$ cat config.mk
export PLATFORM = sky130hd
export DESIGN_NAME = split_mult32
export DESIGN_NICKNAME = d
export VERILOG_FILES = /design/src/rtl/mulpp_pkg.sv /design/src/rtl/mulpp_half_mul.sv /design/src/rtl/mulpp_ctrl.sv /design/src/rtl/mulpp_combine.sv /design/src/rtl/split_mult32.sv
export SDC_FILE = /design/constraint.sdc
export NUM_CORES = 2
export LEC_CHECK = 0
export ABC_AREA = 1
export CAP_MARGIN = 20
export CORE_UTILIZATION = 25
export CTS_BUF_LIST = sky130_fd_sc_hd__clkbuf_4
export DETAILED_ROUTE_END_ITERATION = 8
export PLACE_DENSITY_LB_ADDON = 0.2
export SYNTH_ARGS = -nofsm -noshare
export SYNTH_HDL_FRONTEND = slang
export SYNTH_SLANG_ARGS = --single-unit
$ cat constraint.sdc
create_clock -name clk -period 16.3 [get_ports clk]
set_clock_uncertainty 0.1 [all_clocks]
set_input_delay 4.89 -clock clk [delete_from_list [all_inputs] [get_ports clk]]
set_output_delay 4.89 -clock clk [all_outputs]
set_load 0.005 [all_outputs]
$ cat src/rtl/mulpp_pkg.sv
package mulpp_pkg;

   // Implementation of each narrow partial-product multiplier
   typedef enum logic [0:0] {
      MUL_OPERATOR  = 1'b0,
      MUL_SHIFT_ADD = 1'b1
   } mul_impl_e;

   // Partial product index: bit 1 picks the half of A, bit 0 the half of B
   localparam int unsigned PP_COUNT = 4;
   localparam int unsigned PP_LL    = 0;
   localparam int unsigned PP_LH    = 1;
   localparam int unsigned PP_HL    = 2;
   localparam int unsigned PP_HH    = 3;

endpackage

$ cat src/rtl/mulpp_half_mul.sv
module mulpp_half_mul
   import mulpp_pkg::*;
#(
   parameter int unsigned W    = 16,
   parameter mul_impl_e   IMPL = MUL_OPERATOR
) (
   input  logic [W-1:0]   a,
   input  logic [W-1:0]   b,
   output logic [2*W-1:0] p
);

   localparam int unsigned PW = 2 * W;

   generate
      if (W < 2) begin : g_bad_width
         $error("mulpp_half_mul: W must be at least 2");
      end

      if (IMPL == MUL_OPERATOR) begin : g_operator
         assign p = PW'(a) * PW'(b);
      end else begin : g_shift_add
         always_comb begin
            p = '0;
            for (int i = 0; i < int'(W); i++) begin
               if (b[i]) p = p + (PW'(a) << i);
            end
         end
      end
   endgenerate

endmodule

$ cat src/rtl/mulpp_ctrl.sv
module mulpp_ctrl (
   input  logic clk,
   input  logic rst,
   input  logic start,
   output logic accept,
   output logic s2_en,
   output logic s3_en,
   output logic done
);

   logic v1_q, v2_q, done_q;

   // Idle whenever neither of the first two stages holds work
   assign accept = start && !v1_q && !v2_q;
   assign s2_en  = v1_q;
   assign s3_en  = v2_q;
   assign done   = done_q;

   always_ff @(posedge clk) begin
      if (rst) begin
         v1_q   <= 1'b0;
         v2_q   <= 1'b0;
         done_q <= 1'b0;
      end else begin
         v1_q   <= accept;
         v2_q   <= v1_q;
         done_q <= v2_q;
      end
   end

   // stage two always leads to done on the next edge
   p_done_after_s2_r2: assert property (@(posedge clk) disable iff (rst)
      v2_q |=> done_q);

   // done is a single-cycle pulse
   p_done_pulse_r2: assert property (@(posedge clk) disable iff (rst)
      done_q |=> !done_q);

   // a start seen during stage one starts nothing new
   p_busy_ignore_r3: assert property (@(posedge clk) disable iff (rst)
      v1_q |=> (v2_q && !v1_q));

   // a start in the done cycle is taken
   p_accept_on_done_r4: assert property (@(posedge clk) disable iff (rst)
      (done_q && start) |=> v1_q);

endmodule

$ cat src/rtl/mulpp_combine.sv
module mulpp_combine #(
   parameter int unsigned H = 16
) (
   input  logic           clk,
   input  logic           rst,
   input  logic           s2_en,
   input  logic           s3_en,
   input  logic [2*H-1:0] pp_ll,
   input  logic [2*H-1:0] pp_lh,
   input  logic [2*H-1:0] pp_hl,
   input  logic [2*H-1:0] pp_hh,
   output logic [4*H-1:0] result
);

   localparam int unsigned PPW = 2 * H;
   localparam int unsigned XW  = PPW + 1;
   localparam int unsigned RW  = 4 * H;

   logic [XW-1:0] cross_q;
   logic [RW-1:0] outer_q;
   logic [RW-1:0] result_q;

   // Stage 2: add the mixed-half terms; concatenate the aligned outer terms
   always_ff @(posedge clk) begin
      if (s2_en) begin
         cross_q <= XW'(pp_lh) + XW'(pp_hl);
         outer_q <= {pp_hh, pp_ll};
      end
   end

   // Stage 3: fold the mixed sum in at weight 2^H
   always_ff @(posedge clk) begin
      if (rst) begin
         result_q <= '0;
      end else if (s3_en) begin
         result_q <= outer_q + (RW'(cross_q) << H);
      end
   end

   assign result = result_q;

   // the product register only moves on a completion step
   p_hold_r5: assert property (@(posedge clk) disable iff (rst)
      !s3_en |=> $stable(result_q));

endmodule

$ cat src/rtl/split_mult32.sv
module split_mult32
   import mulpp_pkg::*;
#(
   parameter int unsigned OP_W = 32,
   parameter mul_impl_e   IMPL = MUL_OPERATOR
) (
   input  logic              clk,
   input  logic              rst,
   input  logic              start,
   input  logic [OP_W-1:0]   op_a,
   input  logic [OP_W-1:0]   op_b,
   output logic [2*OP_W-1:0] result,
   output logic              done
);

   localparam int unsigned H   = OP_W / 2;
   localparam int unsigned PPW = 2 * H;
   localparam int unsigned RW  = 2 * OP_W;

   generate
      if ((OP_W % 2) != 0 || OP_W < 4) begin : g_bad_opw
         $error("split_mult32: OP_W must be even and at least 4");
      end
   endgenerate

   logic accept, s2_en, s3_en;

   mulpp_ctrl u_ctrl (
      .clk    (clk),
      .rst    (rst),
      .start  (start),
      .accept (accept),
      .s2_en  (s2_en),
      .s3_en  (s3_en),
      .done   (done)
   );

   logic [H-1:0]   a_half [2];
   logic [H-1:0]   b_half [2];
   logic [PPW-1:0] pp_d   [PP_COUNT];
   logic [PPW-1:0] pp_q   [PP_COUNT];

   assign a_half[0] = op_a[H-1:0];
   assign a_half[1] = op_a[OP_W-1:H];
   assign b_half[0] = op_b[H-1:0];
   assign b_half[1] = op_b[OP_W-1:H];

   // Stage 1: four narrow multipliers, one register each
   for (genvar g = 0; g < PP_COUNT; g++) begin : g_pp
      localparam int unsigned AI = (g >> 1) & 1;
      localparam int unsigned BI = g & 1;

      mulpp_half_mul #(.W(H), .IMPL(IMPL)) u_mul (
         .a (a_half[AI]),
         .b (b_half[BI]),
         .p (pp_d[g])
      );

      always_ff @(posedge clk) begin
         if (accept) pp_q[g] <= pp_d[g];
      end
   end

   mulpp_combine #(.H(H)) u_combine (
      .clk    (clk),
      .rst    (rst),
      .s2_en  (s2_en),
      .s3_en  (s3_en),
      .pp_ll  (pp_q[PP_LL]),
      .pp_lh  (pp_q[PP_LH]),
      .pp_hl  (pp_q[PP_HL]),
      .pp_hh  (pp_q[PP_HH]),
      .result (result)
   );

   // the completed product matches the operands taken three edges back
   p_product_r1: assert property (@(posedge clk) disable iff (rst)
      done |-> (result == (RW'($past(op_a, 3)) * RW'($past(op_b, 3)))));

   // reset leaves nothing in flight to complete
   p_reset_clear_r6: assert property (@(posedge clk)
      rst |=> (!done && result == '0));

endmodule

* Yosys cells after proc, flatten, opt, wreduce, memory -nomap -nowiden
Memory sizes are Yosys's and may differ from the RTL's. A register that Yosys moved wholly into a read port is not among the register bits.
Index checks and enable logic that the tools add are counted.
** Storage, ports and cells
- Flip-flop bits (word level) :: 100
- Memory bits (writable) :: 128
- Bits of input ports :: 67
- Output and inout port bits :: 65
- Word-level logic and storage cells :: 18
- Memories :: 1
** Memory list
- pp_q :: depth 4, width 32, read ports 4, clocked after memory_dff 2, write ports 4, RTL line split_mult32.sv:41 : logic [PPW-1:0] pp_q [PP_COUNT];
** Cells by class
- Add/sub/neg operators :: 2
- Multipliers :: 4
- Multiplexer cells :: 2
- Reductions and logical operators :: 4
** Operator list (number)
- 16-bit by 16-bit multiplier with 32-bit output :: 4
- 64-bit by 49-bit adder with 64-bit output :: 1
- 32-bit by 32-bit adder with 33-bit output :: 1
- 1-bit logical AND :: 2
- 1-bit logical NOT :: 2
- 1-bit 2-to-1 mux :: 2

* Logic depth before layout (Yosys ltp)
- Depth in word-level cells :: 5
- Mapped depth :: 27
- Depth with buffers taken out :: 26

* Modules after synthesis
A second synthesis with hierarchy kept.
** Second synthesis, totals
- Cells, all modules :: 7149
- Area, all modules :: 52581.7 sq um
** By module, submodules not included
- mulpp_combine :: instances 1, cells each 1514, area each 10664.0 sq um, seq. area each 4194.0 sq um
- mulpp_half_mul (g_pp[3].u_mul) :: instances 1, cells each 1369, area each 9504.1 sq um, seq. area each 0.0 sq um
- mulpp_half_mul (g_pp[0].u_mul) :: instances 1, cells each 1380, area each 9494.1 sq um, seq. area each 0.0 sq um
- mulpp_half_mul (g_pp[1].u_mul) :: instances 1, cells each 1374, area each 9494.1 sq um, seq. area each 0.0 sq um
- mulpp_half_mul (g_pp[2].u_mul) :: instances 1, cells each 1374, area each 9486.6 sq um, seq. area each 0.0 sq um
- split_mult32 :: instances 1, cells each 128, area each 3843.7 sq um, seq. area each 3843.7 sq um
- mulpp_ctrl :: instances 1, cells each 10, area each 95.1 sq um, seq. area each 60.1 sq um

* Worst setup path after synthesis
Ideal clock, no wire load.
- Path kind :: input port to flip-flop
- From :: input port start
- To :: memory pp_q[0][0] in the netlist's numbering, enable pin
- Library setup time :: 0.771 ns
- Arrival time :: 13.554 ns
- Data required time :: 15.429 ns
- Path slack :: 1.875 ns
- Cell stages on the path :: 2
- Buffers on the path :: 0
- Cells stage by stage :: inv_1 nor3_1
** RTL lines
- from (decl) :: RTL line split_mult32.sv:9 : input logic start,
- to (decl) :: RTL line split_mult32.sv:41

==> results.md <==
| Item | Reported |
|:---|:---|
| Status | finished, final reports clean |
| Proportion of register bits with asynchronous set or reset after synthesis | 0% |
| GRT overflow | 0 |
| Final worst-path setup slack | 5955 ps |
| Crit path capture type | flip-flop |
| Post-CTS setup repair buffer count | 0 |
| Biggest cell delay along the critical path | 570 ps |
| Synth Area in XOR/XNOR | 2.667% |
| Proportion of layout cells with a drive suffix above 1 | 4.561% |
| Chip height | 450.3 um |
| Number of gates resized after CTS | 0 |
| Slew at the pin closest to its max-slew limit | 1053 ps |
| Final Slew Violations | 0 |
| Multiplexer share of the synthesized area | 0% |
| Deepest clock path buffer count | 3 |
| 1st-pass router iterations | 5 |
| Synth unique cells | 43 |
| Clock buffers created by TritonCTS | 87 |
| Pin count of the biggest net entering global routing | 70 |
| Worst min path class | flip-flop to flip-flop |
| Clk pin slew, worst setup/hold paths | 60 ps |
| Data arrival, critical path | 10910 ps |
| Area of the placeable core | 199700 um^2 |
| Per-instance average area after synthesis | 7.785 um^2 |
| Number of DRC violations after detailed-routing iteration 0 | 2168 |
| GR met1 Demand/Resource | 21.72% |
| Clock root cell | clkbuf_4 |
| Upper clock frequency limit | 96.67 MHz |
| Synthesis-to-finish area growth | 10.85% |
| Vias/cell | 4.289 |
| CTS tree | yes |
| Post-synthesis compound-gate area fraction | 4.746% |
| Overall die area | 202800 um^2 |
| FP Rows | 164 |
| Cell seen most often among critical-path stages | fa_1 |
| Final hold vios | 0 |
| Family with the most delay on the worst path | adder cells |
| Unrepaired setup endpoints after global routing | no |
| WHS | 273.4 ps |
| Worst slew margin | 29.81% |
| Via count | 39.71k |
| Most congested layer reported by global routing | met2 |
| Final layout net count | 7856 |
| Maximum level of the CTS H-tree | 3 |
| Number of buffers inserted by port buffering | 131 |
| Final wirelength | 157000 um |
| Synthesized instance count | 6454 |
| Die X-Extent | 450.3 um |
| Global-route met3 utilization | 1.439% |
| Routability congestion estimate | 0.8596 |
| Post-synthesis share of cell area spent on and, or, nand and nor gates | 18.79% |
| Top-level port count | 132 |
| Starting utilization of the core area | 25.17% |
| Global-route met2 utilization | 26.67% |
| Global-route wire length before repair | 248300 um |
| Number of nets in the synthesized netlist | 7780 |
| Residual DRC count | 0 |
| Max-cap violations | 0 |
| Initial antenna violation count | 13 |
| Global router's overall resource usage | 15.72% |
| Final count of negative-setup-slack endpoints | 0 |
| Accumulated negative setup slack | 0 ps |
| Hold buffers post-CTS | 0 |
| Post-synth top flop | edfxtp_1 |
| Required arrival time at the worst endpoint | 16870 ps |
| Final clock period utilization by the worst path | 63.46% |
| Highest net fanout along the worst path | 32 |
| Routed WL per cell | 16.96 um |
| Half-perimeter wire length of the detailed placement result | 123400 um |
| Pre-CTS WS | 5021 ps |
| Clk_lat worst skew | 950 ps |
| Clock Sink Count | 292 |
| Tmin final | 10340 ps |
| Cell area after synthesis | 50250 um^2 |
| Sequential area share after synthesis | 16.12% |
| Detail Route Antenna Nets | 0 |
| Critical Path, Cell by Cell | clkdlybuf4s50_1, buf_4, nand2_1, fa_1, fa_1, inv_1, fa_1, fa_1, fa_1, inv_1, fa_1, inv_1, ha_1, a21oi_1, a21boi_0, a21boi_0, o21ai_0, o21bai_1, nand2_1 |
| Number of synthesized flops with an enable pin | 225 |
| Yosys Warn Count | 0 |
| CP max-delay cell | fa_1 |
| Synth Area in Adders | 42.97% |
| Worst Path Class, Setup | primary input to flip-flop |
| Nature of the critical path startpoint | primary input |
| Main combinational cell family by area after synthesis | adder cells |
| Vias in the first global route | 42.68k |
| Synthesis-stage register bit count | 292 |
| Number of fill cells in the layout | 21.84k |
| Number of buffer and inverter instances along the worst setup path | 5 |
## final cells by class
class / count / area, um^2 / share of cell area (%)
clock buffer: 125 / 938.4 / 1.685
antenna: 4 / 10.01 / 0.01797
sequential: 292 / 8105 / 14.55
clock inverter: 33 / 166.4 / 0.2988
inverter: 1754 / 6584 / 11.82
multi-input combinational: 4195 / 34760 / 62.41
tap: 2656 / 3323 / 5.966
timing repair buffer: 200 / 1809 / 3.248
## per-layer routing
metal / share of wire [%] / wire length [um]
met1: 48 / 75330
met2: 47 / 74320
met3: 3.3 / 5146
met4: 1.4 / 2181
met5: 0.014 / 22
## through the flow
| stage | util [%] | std cells | area, um^2 |
|---|---|---|---|
| finish | 27.90 | 9259 | 55700 |
| floorplan | - | 6454 | 50250 |
| CTS | 27.89 | 9255 | 55690 |
| global route | 27.90 | 9259 | 55700 |
| global placement | 27.34 | 9097 | 54580 |
| detailed placement | 27.34 | 9097 | 54580 |
## registers in the layout, indices dropped and copies added, names as in the netlist
name,cells
pp_q,128
u_combine.cross_q,33
u_combine.outer_q,64
u_combine.result,64
u_ctrl.done,1
u_ctrl.s2_en,1
u_ctrl.s3_en,1
## cell families (layout without fill, tap and decap cells)
group / after synthesis / in the layout
and+or+nand+nor: 2349 / 2349
buffers and inverters: 1967 / 2112
AOI/OAI and AO/OA: 434 / 434
DFF: 292 / 292
other: 0 / 4
xor gates and xnor gates: 153 / 153
adders and majority gates: 1259 / 1259
## cell usage after synthesis (all sizes together) (3+ instances only)
master / count / area share, %
xor2: 105 / 1.8
dfxtp: 67 / 2.7
nor3: 41 / 0.44
o21bai: 17 / 0.25
inv: 1753 / 13
a21boi: 6 / 0.097
and2: 3 / 0.037
a21o: 13 / 0.19
nand4: 38 / 0.47
o211ai: 18 / 0.27
a31o: 3 / 0.052
a21oi: 206 / 2.1
nor4: 6 / 0.075
a31oi: 8 / 0.10
o21a: 5 / 0.075
o21ai: 156 / 1.6
fa: 778 / 31
nand3: 154 / 1.6
nor2: 387 / 3.1
ha: 481 / 12
buf: 5 / 0.055
xnor2: 48 / 0.84
edfxtp: 225 / 13
nand2: 1717 / 13
clkbuf: 208 / 1.6
## cells in the final DEF (no fill, tap or decap), drive strengths merged, types with 4 or more instances in the layout
master	synthesis	routed
inv	1753	1757
nand2	1717	1717
fa	778	778
ha	481	481
nor2	387	387
edfxtp	225	225
a21oi	206	206
o21ai	156	156
nand3	154	154
clkdlybuf4s50	0	127
clkbuf	208	125
xor2	105	105
buf	5	73
dfxtp	67	67
xnor2	48	48
nor3	41	41
nand4	38	38
clkinv	1	30
o211ai	18	18
o21bai	17	17
a21o	13	13
a31oi	8	8
nor4	6	6
a21boi	6	6
o21a	5	5
diode	0	4
## worst paths after layout
| path | slack [ps] | cells past startpoint | start | end |
|---|---|---|---|---|
| worst max-delay path | 5960 | 19 | op_b[17] | pp_q[1][26]$_DFFE_PP_ |
| worst min-delay path | 270 | 0 | pp_q[0][4]$_DFFE_PP_ | u_combine.outer_q[4]$_DFFE_PP_ |
| worst max register to register | 13270 | 3 | u_ctrl.s2_en$_SDFF_PP0_ | pp_q[0][12]$_DFFE_PP_ |
| worst min register to register | 270 | 0 | pp_q[0][4]$_DFFE_PP_ | u_combine.outer_q[4]$_DFFE_PP_ |
Power is left out: the tool's default activity adds up to more than one toggle a clock period on the data nets, which glitch-free logic cannot reach.
